[config.mk]
export PLATFORM = sky130hd
export DESIGN_NAME = fp_reg_stack
export DESIGN_NICKNAME = d
export VERILOG_FILES = /design/src/rtl/fpstk_pkg.sv /design/src/rtl/fpstk_ctrl.sv /design/src/rtl/fpstk_regfile.sv /design/src/rtl/fp_reg_stack.sv
export SDC_FILE = /design/constraint.sdc
export NUM_CORES = 1
export LEC_CHECK = 0
export BUFFER_PORTS_ARGS = -buffer_cell sky130_fd_sc_hd__clkbuf_2
export CORE_UTILIZATION = 55
export DETAILED_ROUTE_END_ITERATION = 10
export PLACE_DENSITY_LB_ADDON = 0.05
export SLEW_MARGIN = 20
export SYNTH_ARGS = -nofsm -noshare
export SYNTH_HDL_FRONTEND = slang
export SYNTH_HIERARCHICAL = 1
export SYNTH_SLANG_ARGS = --single-unit
[constraint.sdc]
create_clock -name clk -period 6 [get_ports clk]
set_input_delay 0.6 -clock clk [delete_from_list [all_inputs] [get_ports clk]]
set_output_delay 0.6 -clock clk [all_outputs]
set_load 0.05 [all_outputs]
[src/rtl/fpstk_pkg.sv]
package fpstk_pkg;
  typedef enum logic [3:0] {
    OP_NOP    = 4'd0,
    OP_PUSH   = 4'd1,
    OP_POP    = 4'd2,
    OP_POP2   = 4'd3,
    OP_WRPUSH = 4'd4,
    OP_INCP   = 4'd5,
    OP_DECP   = 4'd6,
    OP_FREE   = 4'd7,
    OP_FREEP  = 4'd8,
    OP_XCHG   = 4'd9,
    OP_INIT   = 4'd10
  } stk_op_e;
endpackage

[src/rtl/fpstk_ctrl.sv]
module fpstk_ctrl
  import fpstk_pkg::*;
#(
  parameter int NREG   = 8,
  parameter int DATA_W = 32,
  localparam int PTR_W = $clog2(NREG)
) (
  input  logic              cmd_valid,
  input  logic [3:0]        cmd_op,
  input  logic [PTR_W-1:0]  cmd_idx,
  input  logic [PTR_W-1:0]  top_q,
  input  logic [NREG-1:0]   tag_q,
  input  logic [DATA_W-1:0] push_data,
  input  logic [DATA_W-1:0] res_data,
  input  logic [DATA_W-1:0] st0_val,
  input  logic [DATA_W-1:0] mate_val,
  output logic [PTR_W-1:0]  mate_addr,
  output logic [PTR_W-1:0]  top_nxt,
  output logic [NREG-1:0]   tag_nxt,
  output logic              wa_en,
  output logic [PTR_W-1:0]  wa_addr,
  output logic [DATA_W-1:0] wa_data,
  output logic              wb_en,
  output logic [PTR_W-1:0]  wb_addr,
  output logic [DATA_W-1:0] wb_data,
  output logic              ovf_nxt,
  output logic              unf_nxt
);
  logic [PTR_W-1:0] p_up1, p_up2, p_dn1, p_rel;
  stk_op_e          op;

  assign op    = stk_op_e'(cmd_op);
  assign p_up1 = top_q + PTR_W'(1);
  assign p_up2 = top_q + PTR_W'(2);
  assign p_dn1 = top_q - PTR_W'(1);
  assign p_rel = top_q + cmd_idx;
  // exchange with index 0 pairs ST0 with ST1
  assign mate_addr = (op == OP_XCHG && cmd_idx == '0) ? p_up1 : p_rel;

  always_comb begin
    top_nxt = top_q;
    tag_nxt = tag_q;
    wa_en   = 1'b0;
    wa_addr = top_q;
    wa_data = push_data;
    wb_en   = 1'b0;
    wb_addr = top_q;
    wb_data = push_data;
    ovf_nxt = 1'b0;
    unf_nxt = 1'b0;
    if (cmd_valid) begin
      case (op)
        OP_PUSH: begin
          if (tag_q[p_dn1]) begin
            ovf_nxt = 1'b1;
          end else begin
            top_nxt        = p_dn1;
            tag_nxt[p_dn1] = 1'b1;
            wa_en          = 1'b1;
            wa_addr        = p_dn1;
            wa_data        = push_data;
          end
        end
        OP_POP: begin
          if (!tag_q[top_q]) begin
            unf_nxt = 1'b1;
          end else begin
            tag_nxt[top_q] = 1'b0;
            top_nxt        = p_up1;
          end
        end
        OP_POP2: begin
          if (!tag_q[top_q] || !tag_q[p_up1]) begin
            unf_nxt = 1'b1;
          end else begin
            tag_nxt[top_q] = 1'b0;
            tag_nxt[p_up1] = 1'b0;
            top_nxt        = p_up2;
          end
        end
        OP_WRPUSH: begin
          if (tag_q[p_dn1]) begin
            ovf_nxt = 1'b1;
          end else begin
            wa_en          = 1'b1;
            wa_addr        = top_q;
            wa_data        = res_data;
            tag_nxt[top_q] = 1'b1;
            wb_en          = 1'b1;
            wb_addr        = p_dn1;
            wb_data        = push_data;
            tag_nxt[p_dn1] = 1'b1;
            top_nxt        = p_dn1;
          end
        end
        OP_INCP: top_nxt = p_up1;
        OP_DECP: top_nxt = p_dn1;
        OP_FREE: tag_nxt[p_rel] = 1'b0;
        OP_FREEP: begin
          tag_nxt[p_rel] = 1'b0;
          tag_nxt[top_q] = 1'b0;
          top_nxt        = p_up1;
        end
        OP_XCHG: begin
          if (!tag_q[top_q] || !tag_q[mate_addr]) begin
            unf_nxt = 1'b1;
          end else begin
            wa_en   = 1'b1;
            wa_addr = top_q;
            wa_data = mate_val;
            wb_en   = 1'b1;
            wb_addr = mate_addr;
            wb_data = st0_val;
          end
        end
        OP_INIT: begin
          tag_nxt = '0;
          top_nxt = '0;
        end
        default: ;
      endcase
    end
  end
endmodule

[src/rtl/fpstk_regfile.sv]
module fpstk_regfile #(
  parameter int NREG   = 8,
  parameter int DATA_W = 32,
  localparam int PTR_W = $clog2(NREG)
) (
  input  logic              clk,
  input  logic              rst_n,
  input  logic              wa_en,
  input  logic [PTR_W-1:0]  wa_addr,
  input  logic [DATA_W-1:0] wa_data,
  input  logic              wb_en,
  input  logic [PTR_W-1:0]  wb_addr,
  input  logic [DATA_W-1:0] wb_data,
  input  logic [PTR_W-1:0]  ra0,
  input  logic [PTR_W-1:0]  ra1,
  input  logic [PTR_W-1:0]  ra2,
  output logic [DATA_W-1:0] rd0,
  output logic [DATA_W-1:0] rd1,
  output logic [DATA_W-1:0] rd2
);
  logic [DATA_W-1:0] mem_q [NREG];

  for (genvar k = 0; k < NREG; k++) begin : g_entry
    logic              hit_a, hit_b, en;
    logic [DATA_W-1:0] d_nxt;
    assign hit_a = wa_en && (wa_addr == PTR_W'(k));
    assign hit_b = wb_en && (wb_addr == PTR_W'(k));
    assign en    = hit_a || hit_b;
    always_comb begin
      d_nxt = mem_q[k];
      if (hit_a) d_nxt = wa_data;
      if (hit_b) d_nxt = wb_data;
    end
    always_ff @(posedge clk or negedge rst_n) begin
      if (!rst_n)  mem_q[k] <= '0;
      else if (en) mem_q[k] <= d_nxt;
    end
  end

  assign rd0 = mem_q[ra0];
  assign rd1 = mem_q[ra1];
  assign rd2 = mem_q[ra2];

  // the two write ports never aim at one entry in the same cycle
  p_port_clash_r6: assert property (@(posedge clk) disable iff (!rst_n)
    !(wa_en && wb_en && wa_addr == wb_addr));
endmodule

[src/rtl/fp_reg_stack.sv]
module fp_reg_stack
  import fpstk_pkg::*;
#(
  parameter int NREG   = 8,
  parameter int DATA_W = 32,
  localparam int PTR_W = $clog2(NREG)
) (
  input  logic              clk,
  input  logic              rst_n,
  input  logic              cmd_valid,
  input  logic [3:0]        cmd_op,
  input  logic [PTR_W-1:0]  cmd_idx,
  input  logic [DATA_W-1:0] push_data,
  input  logic [DATA_W-1:0] res_data,
  input  logic [PTR_W-1:0]  rd_idx,
  output logic [DATA_W-1:0] st0_q,
  output logic [DATA_W-1:0] sti_q,
  output logic [PTR_W-1:0]  top_q,
  output logic [NREG-1:0]   tag_full,
  output logic              overflow_o,
  output logic              underflow_o
);
  logic [PTR_W-1:0]  top_nxt, mate_addr, wa_addr, wb_addr;
  logic [NREG-1:0]   tag_nxt;
  logic              wa_en, wb_en, ovf_nxt, unf_nxt;
  logic [DATA_W-1:0] wa_data, wb_data, mate_val;

  fpstk_ctrl #(.NREG(NREG), .DATA_W(DATA_W)) u_ctrl (
    .cmd_valid(cmd_valid), .cmd_op(cmd_op), .cmd_idx(cmd_idx),
    .top_q(top_q), .tag_q(tag_full), .push_data(push_data), .res_data(res_data),
    .st0_val(st0_q), .mate_val(mate_val), .mate_addr(mate_addr),
    .top_nxt(top_nxt), .tag_nxt(tag_nxt),
    .wa_en(wa_en), .wa_addr(wa_addr), .wa_data(wa_data),
    .wb_en(wb_en), .wb_addr(wb_addr), .wb_data(wb_data),
    .ovf_nxt(ovf_nxt), .unf_nxt(unf_nxt)
  );

  fpstk_regfile #(.NREG(NREG), .DATA_W(DATA_W)) u_rf (
    .clk(clk), .rst_n(rst_n),
    .wa_en(wa_en), .wa_addr(wa_addr), .wa_data(wa_data),
    .wb_en(wb_en), .wb_addr(wb_addr), .wb_data(wb_data),
    .ra0(top_q), .ra1(top_q + rd_idx), .ra2(mate_addr),
    .rd0(st0_q), .rd1(sti_q), .rd2(mate_val)
  );

  always_ff @(posedge clk or negedge rst_n) begin
    if (!rst_n) begin
      top_q    <= '0;
      tag_full <= '0;
    end else if (cmd_valid) begin
      top_q    <= top_nxt;
      tag_full <= tag_nxt;
    end
  end

  always_ff @(posedge clk or negedge rst_n) begin
    if (!rst_n) begin
      overflow_o  <= 1'b0;
      underflow_o <= 1'b0;
    end else begin
      overflow_o  <= ovf_nxt;
      underflow_o <= unf_nxt;
    end
  end

  p_no_overflow_r3: assert property (@(posedge clk) disable iff (!rst_n)
    (cmd_valid && cmd_op == OP_PUSH && tag_full[top_q - PTR_W'(1)])
      |=> (overflow_o && $stable(top_q) && $stable(tag_full)));

  p_push_moves_r2: assert property (@(posedge clk) disable iff (!rst_n)
    (cmd_valid && cmd_op == OP_PUSH && !tag_full[top_q - PTR_W'(1)])
      |=> (top_q == PTR_W'($past(top_q) - PTR_W'(1)) && tag_full[top_q] && !overflow_o));

  p_pop_empty_r4: assert property (@(posedge clk) disable iff (!rst_n)
    (cmd_valid && cmd_op == OP_POP && !tag_full[top_q])
      |=> (underflow_o && $stable(top_q)));

  p_rotate_tags_r7: assert property (@(posedge clk) disable iff (!rst_n)
    (cmd_valid && (cmd_op == OP_INCP || cmd_op == OP_DECP)) |=> $stable(tag_full));

  p_init_r10: assert property (@(posedge clk) disable iff (!rst_n)
    (cmd_valid && cmd_op == OP_INIT) |=> (top_q == '0 && tag_full == '0));

  p_idle_r11: assert property (@(posedge clk) disable iff (!rst_n)
    !cmd_valid |=> ($stable(top_q) && $stable(tag_full) && !overflow_o && !underflow_o));

  p_flag_excl_r11: assert property (@(posedge clk) disable iff (!rst_n)
    !(overflow_o && underflow_o));
endmodule

# Yosys cells after proc, flatten, opt, wreduce, memory -nomap -nowiden
# Index checks and enable logic that the tools add are counted.
dict set report totals {
  word_cells 206
  reg_bits 269
  out_inout_bits 77
  inputBits 77
}
dict set report op_classes {
  n_bitwise 13
  eq_ne 28
  order_cmp 12
  muxes 77
  reduce_logical 59
  add_sub_neg 5
}
# op count
set op_table {}
lappend op_table {{32-bit 2-to-1 mux} 28}
lappend op_table {{32-bit binary-select mux with 3-bit select} 3}
lappend op_table {{32-bit one-hot mux with 2 select lines} 1}
lappend op_table {{8-bit one-hot mux with 7 select lines} 1}
lappend op_table {{8-bit bitwise AND} 4}
lappend op_table {{8-bit 2-to-1 mux} 4}
lappend op_table {{3-bit == test, second input constant} 8}
lappend op_table {{3-bit 2-to-1 mux} 8}
lappend op_table {{8-bit inverter} 3}
lappend op_table {{8-bit OR} 3}
lappend op_table {{1-bit logical AND} 21}
lappend op_table {{3-bit by 4-bit less-than comparator with 1-bit output, second input constant} 5}
lappend op_table {{1-bit 2-to-1 mux} 19}
lappend op_table {{3-bit one-hot mux with 6 select lines} 1}
lappend op_table {{4-bit by 3-bit == test with 1-bit output, second input constant} 4}
lappend op_table {{2-bit AND reduction} 8}
lappend op_table {{2-bit nonzero test} 8}
lappend op_table {{1-bit binary-select mux with 3-bit select} 4}
lappend op_table {{1-bit demux with 3-bit select} 4}
lappend op_table {{3-bit by 2-bit == test with 1-bit output, second input constant} 4}
lappend op_table {{4-bit == test, second input constant} 3}
lappend op_table {{3-bit by 1-bit greater-or-equal comparator with 1-bit output, second input constant} 4}
lappend op_table {{4-bit greater-or-equal comparator, second input constant} 3}
lappend op_table {{3-bit inverter with 4-bit output} 3}
lappend op_table {{other kinds (20)} 40}

# Depth between registers and ports, before layout
dict set report logic_depth {
  word_depth 14
  mapped_depth 21
}

# Modules after synthesis
# The synthesis kept the hierarchy.
# module n_inst cells_each seq_area_each_um2 area_per_inst_um2
set by_module_without_submodules {}
lappend by_module_without_submodules {fpstk_regfile 1 1534 6406.1 18416.4}
lappend by_module_without_submodules {fpstk_ctrl 1 476 0.0 2860.2}
lappend by_module_without_submodules {fp_reg_stack 1 28 325.3 554.3}

# Worst setup path before layout
# OpenSTA, ideal clock, no wires.
dict set report synth_path {
  path_type {flip-flop to flip-flop}
  from {register top_q[0]}
  to {register u_rf/mem_q[241] (netlist bit)}
  path_buffers 8
  path_stages_with_launch 20
  slack_ps 1369
  setup_ps 74
  arrival_ps 4557
  path_cell_list {dfrtp_1 > buf_2 > buf_2 > buf_2 > inv_1 > clkbuf_1 > ha_1 > mux4_2 > nand2_1 > mux2i_1 > o2111a_1 > buf_4 > buf_6 > a22oi_1 > o21ai_0 > buf_2 > nor4b_4 > clkbuf_1 > nand2_1 > o21ai_2}
}
dict set report synth_via {
  elab_chain_cells 13
  word_cells_on_any_way 49
}
# item line_no
set synth_lines {}
lappend synth_lines {{start: declaration} fp_reg_stack.sv:18} ;# output logic [PTR_W-1:0] top_q,
lappend synth_lines {{start signal: assignment} fp_reg_stack.sv:51} ;# top_q <= top_nxt;
lappend synth_lines {{3-bit adder or 3-bit by 1-bit adder with 3-bit output (tied branches)} {fpstk_ctrl.sv:36, fpstk_ctrl.sv:33}}
lappend synth_lines {{3-bit 2-to-1 mux} fpstk_ctrl.sv:38} ;# assign mate_addr = (op == OP_XCHG && cmd_idx == '0) ? p_up1 : p_rel;
lappend synth_lines {{1-bit binary-select mux with 3-bit select} fpstk_ctrl.sv:105} ;# if (!tag_q[top_q] || !tag_q[mate_addr]) begin
lappend synth_lines {{1-bit 2-to-1 mux (not written as such)} fpstk_ctrl.sv:105}
lappend synth_lines {{1-bit logical NOT} fpstk_ctrl.sv:105}
lappend synth_lines {{1-bit logical OR} fpstk_ctrl.sv:105}
lappend synth_lines {{3-bit 2-to-1 mux} fpstk_ctrl.sv:105}
lappend synth_lines {{3-bit one-hot mux with 2 select lines} fpstk_ctrl.sv:52} ;# case (op)
lappend synth_lines {{3-bit 2-to-1 mux *} fpstk_ctrl.sv:51} ;# if (cmd_valid) begin
lappend synth_lines {{via wb_addr[0]} fp_reg_stack.sv:23} ;# logic [PTR_W-1:0] top_nxt, mate_addr, wa_addr, wb_addr;
lappend synth_lines {{3-bit logical NOT *} fpstk_regfile.sv:27} ;# assign hit_b = wb_en && (wb_addr == PTR_W'(k));
lappend synth_lines {{1-bit logical AND *} fpstk_regfile.sv:27}
lappend synth_lines {{2-bit nonzero test (no source line) or 1-bit logical OR (tied branches)} n/a}
lappend synth_lines {{2-bit AND reduction (no source line)} n/a}
lappend synth_lines {{end signal: indexed assignment} fpstk_regfile.sv:36} ;# else if (en) mem_q[k] <= d_nxt;
lappend synth_lines {{end: declaration} fpstk_regfile.sv:21} ;# logic [DATA_W-1:0] mem_q [NREG];
# Mark *: on every way through the listed nets, which the timed path passes. The rest lies on a longest branch. The select of a mux whose other input is x is not followed.
# A chain may end at the register's enable or synchronous reset.

# Final worst setup path
dict set report layout_path {
  from {register top_q[1]}
  to {register u_rf/mem_q[32] (netlist bit)}
}
dict set report layout_via {
  word_cells_on_any_way 49
}
# item line_no
set layout_rtl {}
lappend layout_rtl {{3-bit by 1-bit subtractor with 3-bit output *} fpstk_ctrl.sv:35} ;# assign p_dn1 = top_q - PTR_W'(1);
lappend layout_rtl {{1-bit binary-select mux with 3-bit select} fpstk_ctrl.sv:54} ;# if (tag_q[p_dn1]) begin
lappend layout_rtl {{1-bit 2-to-1 mux (not written as such)} fpstk_ctrl.sv:54}
lappend layout_rtl {{3-bit 2-to-1 mux *} fpstk_ctrl.sv:54}
lappend layout_rtl {{3-bit 2-to-1 mux *} n/a}
lappend layout_rtl {{3-bit 2-to-1 mux *} fpstk_ctrl.sv:51}
lappend layout_rtl {{via wa_addr[2]} fp_reg_stack.sv:23}
lappend layout_rtl {{3-bit == test *} fpstk_regfile.sv:26} ;# assign hit_a = wa_en && (wa_addr == PTR_W'(k));
lappend layout_rtl {{1-bit logical AND *} fpstk_regfile.sv:26}
lappend layout_rtl {{2-bit nonzero test (no source line) or 1-bit logical OR (tied branches)} n/a}
lappend layout_rtl {{2-bit AND reduction (no source line) *} n/a}
# Marks and branches as above.

==> impl_metrics.env <==
export IMPL_status="finished, final reports clean"
export IMPL_wire_per_inst_um=26.6
export IMPL_cts_tree="done"
export IMPL_synth_top_flop_cell="dfrtp_1"
export IMPL_synth_seq_cells=269
export IMPL_finalSetupViolCount=0
export IMPL_path_max_fanout=19
export IMPL_diodes=0
export IMPL_dieArea_um2=40500
export IMPL_rows=72
export IMPL_grt_overflow=0
export IMPL_finish_instance_area_um2=23700
export IMPL_max_clock_path_buffers=3
export IMPL_cp_common_cell="mux2i_1"
export IMPL_crit_required_ns=6.49
export IMPL_p_seq_frac=0.244
export IMPL_grt_use_total=0.340
export IMPL_final_min_clock_period_ns=4.89
export IMPL_grt_pass1_vias=16900
export IMPL_cts_made_buffers=35
export IMPL_slowest_delay_ns=0.93
export IMPL_root_buffer="clkbuf_16"
export IMPL_rsz0062_at_grt="no"
export IMPL_yosys_top_cells_area="dfrtp_1 (31%), mux4_1 (14%), mux2i_1 (12%)"
export IMPL_finalHoldViolCount=0
export IMPL_timing_final_max_slew_violations=0
export IMPL_fmax_mhz=205
export IMPL_wl_um=68800
export IMPL_synth_cell_types=68
export IMPL_cts_resized=0
export IMPL_yosysTopAreaCell="dfrtp_1"
export IMPL_setup_ws_ns=1.11
export IMPL_synthArstFlopShare=1.00
export IMPL_nets=2128
export IMPL_start_util=0.561
export IMPL_start_kind="flip-flop"
export IMPL_syn_num_nets=2125
export IMPL_n_fill_cell=3301
export IMPL_clkPwrFrac=0.161
export IMPL_peakVddDrop_uv=450
export IMPL_p_per_area_nw_per_um2=541
export IMPL_worst_path_dominant_cell_family="simple AND/OR/NAND/NOR gates"
export IMPL_path_class="reg -> reg"
export IMPL_synth_edff_count=0
export IMPL_crit_chain="inv_1 -> ha_1 -> nor3b_1 -> mux2i_1 -> and4b_1 -> nor2_1 -> nand2_1 -> xnor2_1 -> nand4b_1 -> buf_12 -> mux2i_1 -> a21oi_1"
export IMPL_layout_commonest_cell="mux2i_1"
export IMPL_switching_share=0.470
export IMPL_crit_buf_inv=2
export IMPL_dpl_worst_slack_ns=1.16
export IMPL_fp_dieH_um=201
export IMPL_synth_cells=2038
export IMPL_coreArea_um2=38900
export IMPL_place_area_um2=22600
export IMPL_first_iter_violations=1673
export IMPL_drc=0
export IMPL_mostFrequentLayoutCells="mux2i_1 (270), dfrtp_1 (266), nand2_1 (210)"
export IMPL_power_switching_uw=6040
export IMPL_slowest_stage="nand4b_1"
export IMPL_yosys_warnings=6
export IMPL_drt_first_pass_iters=7
export IMPL_clk_pin_slew_ns=0.06
export IMPL_clk_latency_ns=0.57
export IMPL_finalCritPeriodShare=0.815
export IMPL_vias=17300
export IMPL_netlist_area_leader_share=0.308
export IMPL_seq_area_um2=6740
export IMPL_endpoint_kind="flip-flop"
export IMPL_clock_skew_final_ns=0.0276
export IMPL_via_per_inst=6.70
export IMPL_arrival_ns=5.38
export IMPL_syn2layout_area_growth_pct=8.76
export IMPL_tns_ns=0
export IMPL_numClockSinks=269
export IMPL_syn_avg_cell_area_um2=10.7
export IMPL_htree_levels=2
export IMPL_hp_class="in -> async"
export IMPL_drive_gt1_frac=0.234
export IMPL_intPower_uw=6810
export IMPL_dp_hpwl_um=40600
export IMPL_maxCapViolations=0
export IMPL_grt_pass1_wl_um=104000
export IMPL_die_w_um=201
export IMPL_combPwrFrac=0.595
export IMPL_relSlewSlack=0.258
export IMPL_power_leakage_uw=0.0111
export IMPL_antenna_found_initial=0
export IMPL_gp_congestion=0.900
export IMPL_ios=154
export IMPL_multiInputGateArea_um2=13700
export IMPL_syn_area_um2=21800
export IMPL_postCtsHoldBufs=0
export IMPL_seq_area_frac_synth=0.308
export IMPL_grt_max_degree=160
export IMPL_io_buffers=153
export IMPL_ant_nets=0
export IMPL_tightestPinTransition_ns=1.10
export IMPL_cts_setup_buffers=0
## flip-flops by register name, indices dropped and copies added, names as in the netlist
register	count
overflow_o	1
top_q	3
underflow_o	1
tag_full	8
u_rf/mem_q	256
## cell usage after synthesis, drive strengths merged (2+ instances only)
cell,count
mux4,197
nor2b,5
nand3,21
o2111ai,2
nor4bb,3
nor2,153
mux2,111
inv,43
o211ai,2
nor3,12
a31oi,4
mux2i,270
and4bb,3
a211oi,8
ha,8
nand2b,8
o31ai,3
dfrtp,269
nand2,210
nor4b,2
nand4b,7
clkbuf,62
a21oi,143
xor3,2
fa,2
o311ai,5
o21ai,214
nand4,2
nand3b,4
a22oi,35
a211o,8
nor3b,7
buf,185
xnor2,5
## cell type report
class	instances	area share
Tap cell	518	0.0273
Inverter	43	0.00680
Multi-Input combinational cell	1479	0.577
Clock inverter	11	0.00332
Sequential cell	269	0.284
Clock buffer	50	0.0440
Timing Repair Buffer	213	0.0578
## worst paths after layout
| path | slack, ns | from | depth (start not counted) | endpoint |
|---|---|---|---|---|
| worst max-delay path | 1.11 | top_q[1] | 12 | u_rf/mem_q[32] |
| worst min-delay path | 0.07 | rst_n | 1 | tag_full[7] |
| worst max register to register | 1.11 | top_q[1] | 12 | u_rf/mem_q[32] |
| worst min register to register | 0.59 | u_rf/mem_q[250] | 2 | u_rf/mem_q[250] |
| max in group asynchronous | 4.54 | rst_n | 2 | u_rf/mem_q[13] |
| min in group clk | 0.59 | cmd_op[2] | 3 | underflow_o |
## cell families (layout without fill, tap and decap cells)
family | count (synthesis) | in the layout | share of synthesized area
xor+xnor | 9 | 9 | 0.00717
buf+inv | 290 | 317 | 0.0696
mux | 578 | 578 | 0.408
simple gates | 447 | 447 | 0.0900
compound gates | 435 | 435 | 0.111
fa+ha+maj | 10 | 10 | 0.00642
flops | 269 | 269 | 0.308
## power by group through the flow
stage / Sequential, uW / Clock [uW] / Combinational [uW]
6_report: 3130 / 2070 / 7640
5_1_grt: 3220 / 2180 / 8000
4_1_cts: 3110 / 2110 / 7600
3_5_place_dp: 3130 / 0 / 7590
3_3_place_gp: 3070 / 0 / 7480
2_1_floorplan: 2960 / 0 / 5880
## through the flow
step / util / hold slack (ns) / power (uW) / cells
2_1_floorplan: - / 0.304 / 8840 / 2038
3_3_place_gp: 0.581 / 0.566 / 10600 / 2521
3_5_place_dp: 0.581 / 0.580 / 10700 / 2521
4_1_cts: 0.609 / 0.150 / 12800 / 2582
5_1_grt: 0.610 / 0.157 / 13400 / 2583
6_report: 0.610 / 0.0734 / 12800 / 2583
## metal layers
metal,share of wire,up-vias,GRT usage
met5,0,-,0
met4,0.026,0,0.108
li1,-,7643,-
met1,0.42,8693,0.479
met3,0.082,142,0.0570
met2,0.47,826,0.540
No activity file was read; power rests on OpenSTA's default activity.
